--- config.mk ---
export PLATFORM = sky130hd
export DESIGN_NAME = pkt_hdr_ecc
export DESIGN_NICKNAME = d
export VERILOG_FILES = /design/src/rtl/pkt_ecc_pkg.sv /design/src/rtl/ecc_parity_gen.sv /design/src/rtl/ecc_rx_decode.sv /design/src/rtl/ecc_pipe_stage.sv /design/src/rtl/pkt_hdr_ecc.sv
export SDC_FILE = /design/constraint.sdc
export NUM_CORES = 1
export LEC_CHECK = 0
export BUFFER_PORTS_ARGS = -buffer_cell sky130_fd_sc_hd__buf_4
export CAP_MARGIN = 20
export CORE_MARGIN = 2
export CORE_UTILIZATION = 50
export CTS_CLUSTER_SIZE = 28
export DETAILED_ROUTE_END_ITERATION = 10
export GPL_ROUTABILITY_DRIVEN = 0
export PLACE_DENSITY = 0.81
export SLEW_MARGIN = 10
export SYNTH_ARGS = -nofsm -noshare
export SYNTH_HDL_FRONTEND = slang
export SYNTH_SLANG_ARGS = --single-unit
--- constraint.sdc ---
create_clock -name clk -period 7.6 [get_ports clk]
set_input_delay 1.52 -clock clk [delete_from_list [all_inputs] [get_ports clk]]
set_output_delay 1.52 -clock clk [all_outputs]
set_load 0.05 [all_outputs]
--- src/rtl/pkt_ecc_pkg.sv ---
package pkt_ecc_pkg;

  localparam int HDR_W = 24;
  localparam int PAR_W = 6;
  localparam int ECC_W = 8;
  localparam int PKT_W = HDR_W + ECC_W;
  localparam int STS_W = 2;

  typedef enum logic [STS_W-1:0] {
    ECC_CLEAN = 2'b00,
    ECC_FIXED = 2'b01,
    ECC_FATAL = 2'b10
  } ecc_status_e;

  // Parity pattern (P5..P0) contributed by one header bit.
  function automatic logic [PAR_W-1:0] data_col(input int idx);
    logic [PAR_W-1:0] c;
    case (idx)
      0:  c = 6'h07;  1:  c = 6'h0B;  2:  c = 6'h0D;  3:  c = 6'h0E;
      4:  c = 6'h13;  5:  c = 6'h15;  6:  c = 6'h16;  7:  c = 6'h19;
      8:  c = 6'h1A;  9:  c = 6'h1C;  10: c = 6'h23;  11: c = 6'h25;
      12: c = 6'h26;  13: c = 6'h29;  14: c = 6'h2A;  15: c = 6'h2C;
      16: c = 6'h31;  17: c = 6'h32;  18: c = 6'h34;  19: c = 6'h38;
      20: c = 6'h1F;  21: c = 6'h2F;  22: c = 6'h37;  23: c = 6'h3B;
      default: c = '0;
    endcase
    return c;
  endfunction

  // Header bits that feed parity bit `row`.
  function automatic logic [HDR_W-1:0] row_mask(input int row);
    logic [HDR_W-1:0] m;
    logic [PAR_W-1:0] c;
    m = '0;
    for (int i = 0; i < HDR_W; i++) begin
      c = data_col(i);
      m[i] = c[row];
    end
    return m;
  endfunction

endpackage

--- src/rtl/ecc_parity_gen.sv ---
module ecc_parity_gen
  import pkt_ecc_pkg::*;
(
  input  logic [HDR_W-1:0] hdr,
  output logic [PAR_W-1:0] par
);
  // Pad bits above the header are zero and drop out of every XOR tree.
  for (genvar j = 0; j < PAR_W; j++) begin : g_row
    localparam logic [HDR_W-1:0] MASK = row_mask(j);
    assign par[j] = ^(hdr & MASK);
  end
endmodule

--- src/rtl/ecc_rx_decode.sv ---
module ecc_rx_decode
  import pkt_ecc_pkg::*;
(
  input  logic             en,
  input  logic [PKT_W-1:0] pkt,
  output logic [HDR_W-1:0] hdr_out,
  output logic [STS_W-1:0] status
);
  logic [HDR_W-1:0] raw_hdr;
  logic [PAR_W-1:0] rx_par;
  logic [PAR_W-1:0] calc_par;
  logic [PAR_W-1:0] syn;
  logic [HDR_W-1:0] hit;
  logic             par_only;
  logic             unused_hi;

  assign raw_hdr   = pkt[HDR_W-1:0];
  assign rx_par    = pkt[HDR_W +: PAR_W];
  assign unused_hi = ^pkt[PKT_W-1:HDR_W+PAR_W];

  ecc_parity_gen u_regen (
    .hdr (raw_hdr),
    .par (calc_par)
  );

  assign syn = rx_par ^ calc_par;

  for (genvar i = 0; i < HDR_W; i++) begin : g_hit
    localparam logic [PAR_W-1:0] COL = data_col(i);
    assign hit[i] = (syn == COL);
  end

  assign par_only = (syn != '0) && ((syn & (syn - 1'b1)) == '0);

  always_comb begin
    hdr_out = raw_hdr;
    status  = ECC_CLEAN;
    if (en && (syn != '0)) begin
      if (|hit) begin
        hdr_out = raw_hdr ^ hit;
        status  = ECC_FIXED;
      end else if (par_only) begin
        status  = ECC_FIXED;
      end else begin
        status  = ECC_FATAL;
      end
    end
  end
endmodule

--- src/rtl/ecc_pipe_stage.sv ---
module ecc_pipe_stage #(
  parameter int W = 8
) (
  input  logic         clk,
  input  logic         rst_n,
  input  logic         in_valid,
  output logic         in_ready,
  input  logic [W-1:0] in_data,
  output logic         out_valid,
  input  logic         out_ready,
  output logic [W-1:0] out_data
);
  assign in_ready = !out_valid || out_ready;

  always_ff @(posedge clk) begin
    if (!rst_n) begin
      out_valid <= 1'b0;
    end else if (in_ready) begin
      out_valid <= in_valid;
    end
  end

  always_ff @(posedge clk) begin
    if (in_valid && in_ready) begin
      out_data <= in_data;
    end
  end
endmodule

--- src/rtl/pkt_hdr_ecc.sv ---
module pkt_hdr_ecc
  import pkt_ecc_pkg::*;
(
  input  logic             clk,
  input  logic             rst_n,
  input  logic             tx_en,
  input  logic             rx_en,
  input  logic             tx_in_valid,
  output logic             tx_in_ready,
  input  logic [HDR_W-1:0] tx_in_hdr,
  output logic             tx_out_valid,
  input  logic             tx_out_ready,
  output logic [PKT_W-1:0] tx_out_pkt,
  input  logic             rx_in_valid,
  output logic             rx_in_ready,
  input  logic [PKT_W-1:0] rx_in_pkt,
  output logic             rx_out_valid,
  input  logic             rx_out_ready,
  output logic [HDR_W-1:0] rx_out_hdr,
  output logic [STS_W-1:0] rx_out_status
);
  localparam int RX_W = HDR_W + STS_W;

  // Transmit: code the header, gate by enable, register with the header.
  logic [PAR_W-1:0] tx_par;
  logic [ECC_W-1:0] tx_byte;

  ecc_parity_gen u_tx_gen (
    .hdr (tx_in_hdr),
    .par (tx_par)
  );

  assign tx_byte = tx_en ? {{(ECC_W-PAR_W){1'b0}}, tx_par} : '0;

  ecc_pipe_stage #(.W(PKT_W)) u_tx_stage (
    .clk       (clk),
    .rst_n     (rst_n),
    .in_valid  (tx_in_valid),
    .in_ready  (tx_in_ready),
    .in_data   ({tx_byte, tx_in_hdr}),
    .out_valid (tx_out_valid),
    .out_ready (tx_out_ready),
    .out_data  (tx_out_pkt)
  );

  // Receive: syndrome decode and repair, then register.
  logic [HDR_W-1:0] rx_fix_hdr;
  logic [STS_W-1:0] rx_fix_sts;
  logic [RX_W-1:0]  rx_q;

  ecc_rx_decode u_rx_dec (
    .en      (rx_en),
    .pkt     (rx_in_pkt),
    .hdr_out (rx_fix_hdr),
    .status  (rx_fix_sts)
  );

  ecc_pipe_stage #(.W(RX_W)) u_rx_stage (
    .clk       (clk),
    .rst_n     (rst_n),
    .in_valid  (rx_in_valid),
    .in_ready  (rx_in_ready),
    .in_data   ({rx_fix_sts, rx_fix_hdr}),
    .out_valid (rx_out_valid),
    .out_ready (rx_out_ready),
    .out_data  (rx_q)
  );

  assign rx_out_hdr    = rx_q[HDR_W-1:0];
  assign rx_out_status = rx_q[RX_W-1:HDR_W];
endmodule

-- Word level (Yosys, flattened, before mapping)
Index checks and enable logic that the tools add are counted.
- register bits: 60
- bits of input ports: 64
- output and inout port bits: 62
- logic and storage cells: 64
- add/subtract/negate cells: 1
- equal/unequal tests: 24
- multiplexer cells: 4
- bitwise gates (word level): 4
- reductions and logical operators: 24
- operator list (kind ; number):
    24-bit parity ; 12
    6-bit == test (second input constant) ; 13
    24-bit 2-to-1 mux ; 2
    6-bit by 5-bit == test with 1-bit output (second input constant) ; 7
    25-bit OR reduction ; 1
    24-bit OR reduction ; 1
    24-bit bitwise XOR ; 1
    6-bit by 4-bit == test with 1-bit output (second input constant) ; 3
    6-bit AND ; 1
    6-bit by 3-bit == test with 1-bit output (second input constant) ; 1
    6-bit zero test ; 1
    6-bit nonzero test ; 1
    6-bit by 1-bit subtractor with 6-bit output (second input constant) ; 1
    6-bit bitwise XOR ; 1
    1-bit logical AND ; 4
    1-bit zero test ; 2
    1-bit logical OR ; 2
    2-bit 2-to-1 mux ; 1
    1-bit 2-to-1 mux ; 1
    1-bit NOT ; 1

-- Logic depth before layout (Yosys ltp)
- depth in word-level cells: 8
- mapped depth: 11
- mapped depth without buffers: 9

-- By module
From an unflattened synthesis, not the netlist that was laid out.
- cells, all modules: 238
- area total of the unflattened synthesis: 3548.4 um2
- modules (own cells, without submodules) (module ; times used ; cells each ; area an instance (um2)):
    ecc_parity_gen ; 2 ; 38 ; 525.5
    ecc_pipe_stage at u_tx_stage ; 1 ; 37 ; 1018.5
    ecc_pipe_stage at u_rx_stage ; 1 ; 31 ; 838.3
    ecc_rx_decode ; 1 ; 87 ; 599.3
    pkt_hdr_ecc ; 1 ; 7 ; 41.3

-- Least setup slack after synthesis
No wires, ideal clock.
- path type: in2reg
- start: in rx_in_pkt[23]
- end: reg u_rx_stage.out_data[24], data pin
- setup time: 0.255 ns
- arrival: 3.688 ns
- data required time: 7.345 ns
- slack: 3.657 ns
- stages on the path: 8
- buffers on the path: 0
- cell sequence: xnor2_1 xnor3_1 xnor2_4 mux2i_4 nor2_1 o41ai_1 o2111ai_1 o21ba_1
- word-level cells in the longest chain between the ends: 8
- elaborated cells on any way between the ends: 39
- those cells by class: add/sub: 1; eq/ne: 24; mux: 2; bitwise: 2; reduce/logical: 10
- ends and longest elaborated chain (what ; RTL line ; text):
    start: declaration ; pkt_hdr_ecc.sv:16 ; input logic [PKT_W-1:0] rx_in_pkt,
    24-bit parity ; ecc_parity_gen.sv:10 ; assign par[j] = ^(hdr & MASK);
    6-bit bitwise XOR (*) ; ecc_rx_decode.sv:26 ; assign syn = rx_par ^ calc_par;
    6-bit by 1-bit subtractor with 6-bit output ; ecc_rx_decode.sv:33 ; assign par_only = (syn != '0) && ((syn & (syn - 1'b1)) == '0);
    6-bit AND ; ecc_rx_decode.sv:33 ;
    6-bit zero test ; ecc_rx_decode.sv:33 ;
    1-bit logical AND ; ecc_rx_decode.sv:33 ;
    2-bit 2-to-1 mux ; ecc_rx_decode.sv:42 ; end else if (par_only) begin
    1-bit 2-to-1 mux ; ecc_rx_decode.sv:39 ; if (|hit) begin
    end signal: assignment ; ecc_pipe_stage.sv:25 ; out_data <= in_data;
    end: declaration ; ecc_pipe_stage.sv:11 ; output logic [W-1:0] out_data
Every way passes the cells marked *; elsewhere a longest branch is shown, timed or not.
A chain may end at the register's enable or synchronous reset.

-- Worst setup path after layout
- start: in rx_in_pkt[7]
- end: reg u_rx_stage.out_data[23], data pin
- word-level cells in the longest chain between the ends: 6
- elaborated cells on any way between the ends: 34
- those cells by class: eq/ne: 24; mux: 2; bitwise: 2; reduce/logical: 6
- ends and longest elaborated chain (what ; RTL line ; text):
    24-bit parity ; ecc_parity_gen.sv:10 ;
    6-bit bitwise XOR (*) ; ecc_rx_decode.sv:26 ;
    6-bit by 3-bit == test with 1-bit output (tied with other cells) ; ecc_rx_decode.sv:30 ; assign hit[i] = (syn == COL);
    24-bit OR reduction / 24-bit bitwise XOR (equally long branches) ; ecc_rx_decode.sv:39, ecc_rx_decode.sv:40 ;
    24-bit 2-to-1 mux ; ecc_rx_decode.sv:39 ;
    24-bit 2-to-1 mux (*) ; ecc_rx_decode.sv:38 ; if (en && (syn != '0)) begin
    via rx_fix_hdr[23] ; pkt_hdr_ecc.sv:47 ; logic [HDR_W-1:0] rx_fix_hdr;
The timed path passes the listed nets; every way through them passes the cells marked *.

==> impl_metrics.json <==
{
  "tritoncts": "done",
  "fin_skew_ns": 0.0100,
  "reg2reg_from": "u_tx_stage.out_valid",
  "synthesized_cell_area_mm2": 0.00388,
  "cp-start-kind": "input port",
  "max_cap_violations": 0,
  "grt_max_degree": 27,
  "core_region_area_mm2": 0.00761,
  "chipWidth_um": 92.1,
  "power.internal_w": 0.000830,
  "ys.warnings.count": 0,
  "regToRegSetupSlack_ns": 6.22,
  "min_from": "u_rx_stage.out_valid",
  "hold_path_class": "flop to flop",
  "setup_viol": 0,
  "max_freq_mhz": 237,
  "p_leak_nw": 2.07,
  "synth_flop_cell": "edfxtp_1",
  "maxSlewViolCount": 0,
  "cts_repair_resize_count": 0,
  "detail_route.vias_per_cell": 5.12,
  "share_seq_of_total_power_pct": 28.0,
  "r2r.worst_path.cells": 3,
  "critical-path-max-stage-delay_ns": 0.50,
  "detailroute.via_count": 2783,
  "worstHoldPathCells": 2,
  "num-fill-cells": 595,
  "powerDensity_mw_per_mm2": 279,
  "hpwlAfterDp_um": 6950,
  "cts_hold_repair.buffers": 0,
  "cts.clk_slew.worst_paths_ns": 0.06,
  "synth_top_family_by_area": "XOR/XNOR gates",
  "synthesized_area_fraction_occupied_by_ao_oa_aoi_and_oai_cells_pct": 5.48,
  "overall_die_area_mm2": 0.00848,
  "cts_max_level": 3,
  "first_global_vias": 2748,
  "io_pins": 126,
  "grt_pass1_wl_um": 13700,
  "violation_count_after_the_first_detailed_route_iteration": 130,
  "syn_avg_cell_area_um2": 12.7,
  "outcome": "completed",
  "worst_slew_pin_slew_ns": 0.564,
  "timing.critical_path.arrival_ns": 4.30,
  "timing_hold_violations_final": 0,
  "switching_share_of_power_pct": 42.0,
  "criticalPathCategory": "input port to flop",
  "combPwrFrac_pct": 53.4,
  "wire_per_inst_um": 16.2,
  "diodes": 0,
  "worstReg2RegEnd": "u_tx_stage.out_data[1]",
  "rows": 32,
  "final-seq-area_mm2": 0.00172,
  "crit_chain": "buf_4 -> xnor2_1 -> xnor3_1 -> xnor2_4 -> nor3_2 -> a21oi_4 -> o31ai_4 -> nand2b_1 -> nand2b_1 -> xnor2_1",
  "synth_xor_xnor_area_share_pct": 34.2,
  "net_switching_component_of_the_power_w": 0.000600,
  "fin_tns_setup_ns": 0,
  "min_delay_worst_endpoint": "u_rx_stage.out_valid",
  "clk_latency_worst_skew_pair_ns": 0.34,
  "placement.io_buffers": 121,
  "cp_startpoint": "rx_in_pkt[7]",
  "synth-edff-count": 56,
  "drive_gt1_share_pct": 39.4,
  "critical_path_required_ns": 7.68,
  "design_power_total_w": 0.00143,
  "grt.overflow.total": 0,
  "tritoncts_num_sinks": 58,
  "grt_use_total_pct": 21.5,
  "post-cts-setup-buffers": 0,
  "slowest_stage": "xnor3_1",
  "drc": 0,
  "synth_cell_type_count": 54,
  "timing.final.crit_share_pct": 55.5,
  "initial_utilization_pct": 51.0,
  "clock_period_minus_final_worst_setup_slack_ns": 4.22,
  "cp-end-kind": "flop",
  "total_nets_final": 501,
  "clk_root_buffer_cell": "clkbuf_8",
  "die_h_um": 92.1,
  "ys_async_sr_fraction_pct": 0,
  "netlist_instances": 305,
  "route.antenna.remaining_nets": 0,
  "maximum_clock_path_buffer_count": 2,
  "detail_route.wirelength_um": 8830,
  "synth.ff_latch_count": 58,
  "initial_antenna_violation_count": 0,
  "post_synth_mux_area_share_pct": 2.52,
  "power_frac_clock_pct": 18.6,
  "post_synth_fa_ha_maj_area_fraction_pct": 0,
  "layout_overhead_on_the_synthesized_area_pct": 32.1,
  "peakVddDrop_mv": 0.140,
  "synth-simple-area-share_pct": 12.2,
  "cp_max_fo": 10,
  "multi_input_gate_area_in_the_final_layout_mm2": 0.00212,
  "post_synthesis_sequential_area_ratio_pct": 44.4,
  "unrepaired_setup_endpoints_after_global_routing": "no",
  "drt-pass1-iter-count": 4,
  "tritoncts.num_buffers": 9,
  "slew_headroom_pct": 62.2
}
power by group through the flow:
| stage | Sequential, W | Clock [W] | Combinational, W |
|---|---|---|---|
| after floorplan | 0.000512 | 0 | 0.000468 |
| after global placement | 0.000407 | 0 | 0.000737 |
| after detailed placement | 0.000407 | 0 | 0.000750 |
| after CTS | 0.000401 | 0.000270 | 0.000753 |
| after global routing | 0.000403 | 0.000286 | 0.000816 |
| final | 0.000400 | 0.000266 | 0.000764 |
registers in the layout, indices dropped and copies added, names as in the netlist:
register,cells
u_rx_stage.out_data,26
u_rx_stage.out_valid,1
u_tx_stage.out_data,30
u_tx_stage.out_valid,1
worst max path at each step:
stage               slack (ns)                      end
floorplan                 3.66  u_rx_stage.out_data[24]
global placement          3.11  u_rx_stage.out_data[23]
detailed placement        3.07  u_rx_stage.out_data[23]
CTS                       3.42  u_rx_stage.out_data[23]
global route              3.27  u_rx_stage.out_data[23]
finish                    3.38  u_rx_stage.out_data[23]
cell type report:
type | count | share of cell area (%)
clock buffers | 10 | 2.49
multi-input cells | 241 | 41.4
inverters | 3 | 0.220
repair buffers | 124 | 18.7
flip-flops and latches | 58 | 33.6
well taps | 102 | 2.49
clock inverters | 6 | 1.12
layout by cell type, fill, tap and decap left out, types with 3 or more instances in the layout:
master / synthesis / final
xnor2_1: 63 / 63
nand2b_1: 7 / 7
edfxtp_1: 56 / 56
xnor2_2: 6 / 6
xor2_1: 39 / 39
inv_1: 3 / 3
xor2_2: 3 / 3
nand3_1: 4 / 4
clkbuf_8: 0 / 9
nor2_1: 24 / 24
nor2_4: 3 / 3
nand2_1: 11 / 11
xnor3_2: 3 / 3
o21ai_0: 3 / 3
nor3_2: 7 / 7
mux2i_1: 5 / 5
and2_1: 3 / 3
xnor2_4: 3 / 3
nor3_1: 14 / 14
xnor3_1: 6 / 6
buf_4: 2 / 122
worst max-delay path: cells and delay by family:
kind / cells / cell delay (ns)
and+or+nand+nor: 3 / 0.81
AOI/OAI and AO/OA: 2 / 0.47
buffers and inverters: 1 / 0.13
xor gates and xnor gates: 4 / 1.37
metal layers:
layer | routed length (um) | global-route usage (%) | up-vias
li1 | - | - | 1324
met1 | 3340 | 24.9 | 1291
met2 | 4530 | 38.2 | 149
met3 | 687 | 4.52 | 19
met4 | 268 | 9.58 | 0
met5 | 0 | 0 | -
metrics by stage:
step | worst slack [ns] | hold slack (ns) | cells | cell area, um^2 | utilization (%)
3_5_place_dp | 3.07 | 0.563 | 527 | 4910 | 64.6
5_1_grt | 3.27 | 0.603 | 544 | 5120 | 67.4
2_1_floorplan | 3.66 | 1.15 | 306 | 3880 | -
3_3_place_gp | 3.11 | 0.514 | 526 | 4900 | 64.4
4_1_cts | 3.42 | 0.571 | 543 | 5100 | 67.0
6_report | 3.38 | 0.559 | 544 | 5120 | 67.4
cells in the mapped netlist, types with 2 or more instances:
master / n / area, um^2
nand2_1: 11 / 41.3
o21ai_0: 3 / 15.0
nand2b_1: 7 / 43.8
nor3_2: 7 / 70.1
nand3_1: 4 / 20.0
xnor3_1: 6 / 135
a21boi_0: 2 / 15.0
mux2i_1: 5 / 50.1
inv_1: 3 / 11.3
xnor2_2: 6 / 97.6
o32ai_1: 2 / 17.5
xnor3_2: 3 / 71.3
nor3b_2: 2 / 25.0
nor2_1: 24 / 90.1
o2111ai_1: 2 / 17.5
xor2_1: 39 / 342
xnor2_1: 63 / 552
o31a_1: 2 / 17.5
nor3_1: 14 / 70.1
xnor2_4: 3 / 82.6
buf_4: 2 / 15.0
edfxtp_1: 56 / 1680
dfxtp_1: 2 / 40.0
and2_1: 3 / 18.8
nor2_4: 3 / 33.8
xor2_2: 3 / 48.8
cell families (layout without fill, tap and decap cells):
family | count (synthesis) | after routing
buffers and inverters | 7 | 143
muxes | 8 | 8
AOI/OAI and AO/OA | 25 | 25
and+or+nand+nor | 83 | 83
DFF | 58 | 58
other | 1 | 2
xor gates and xnor gates | 123 | 123
Power figures use the tool's default switching activity.
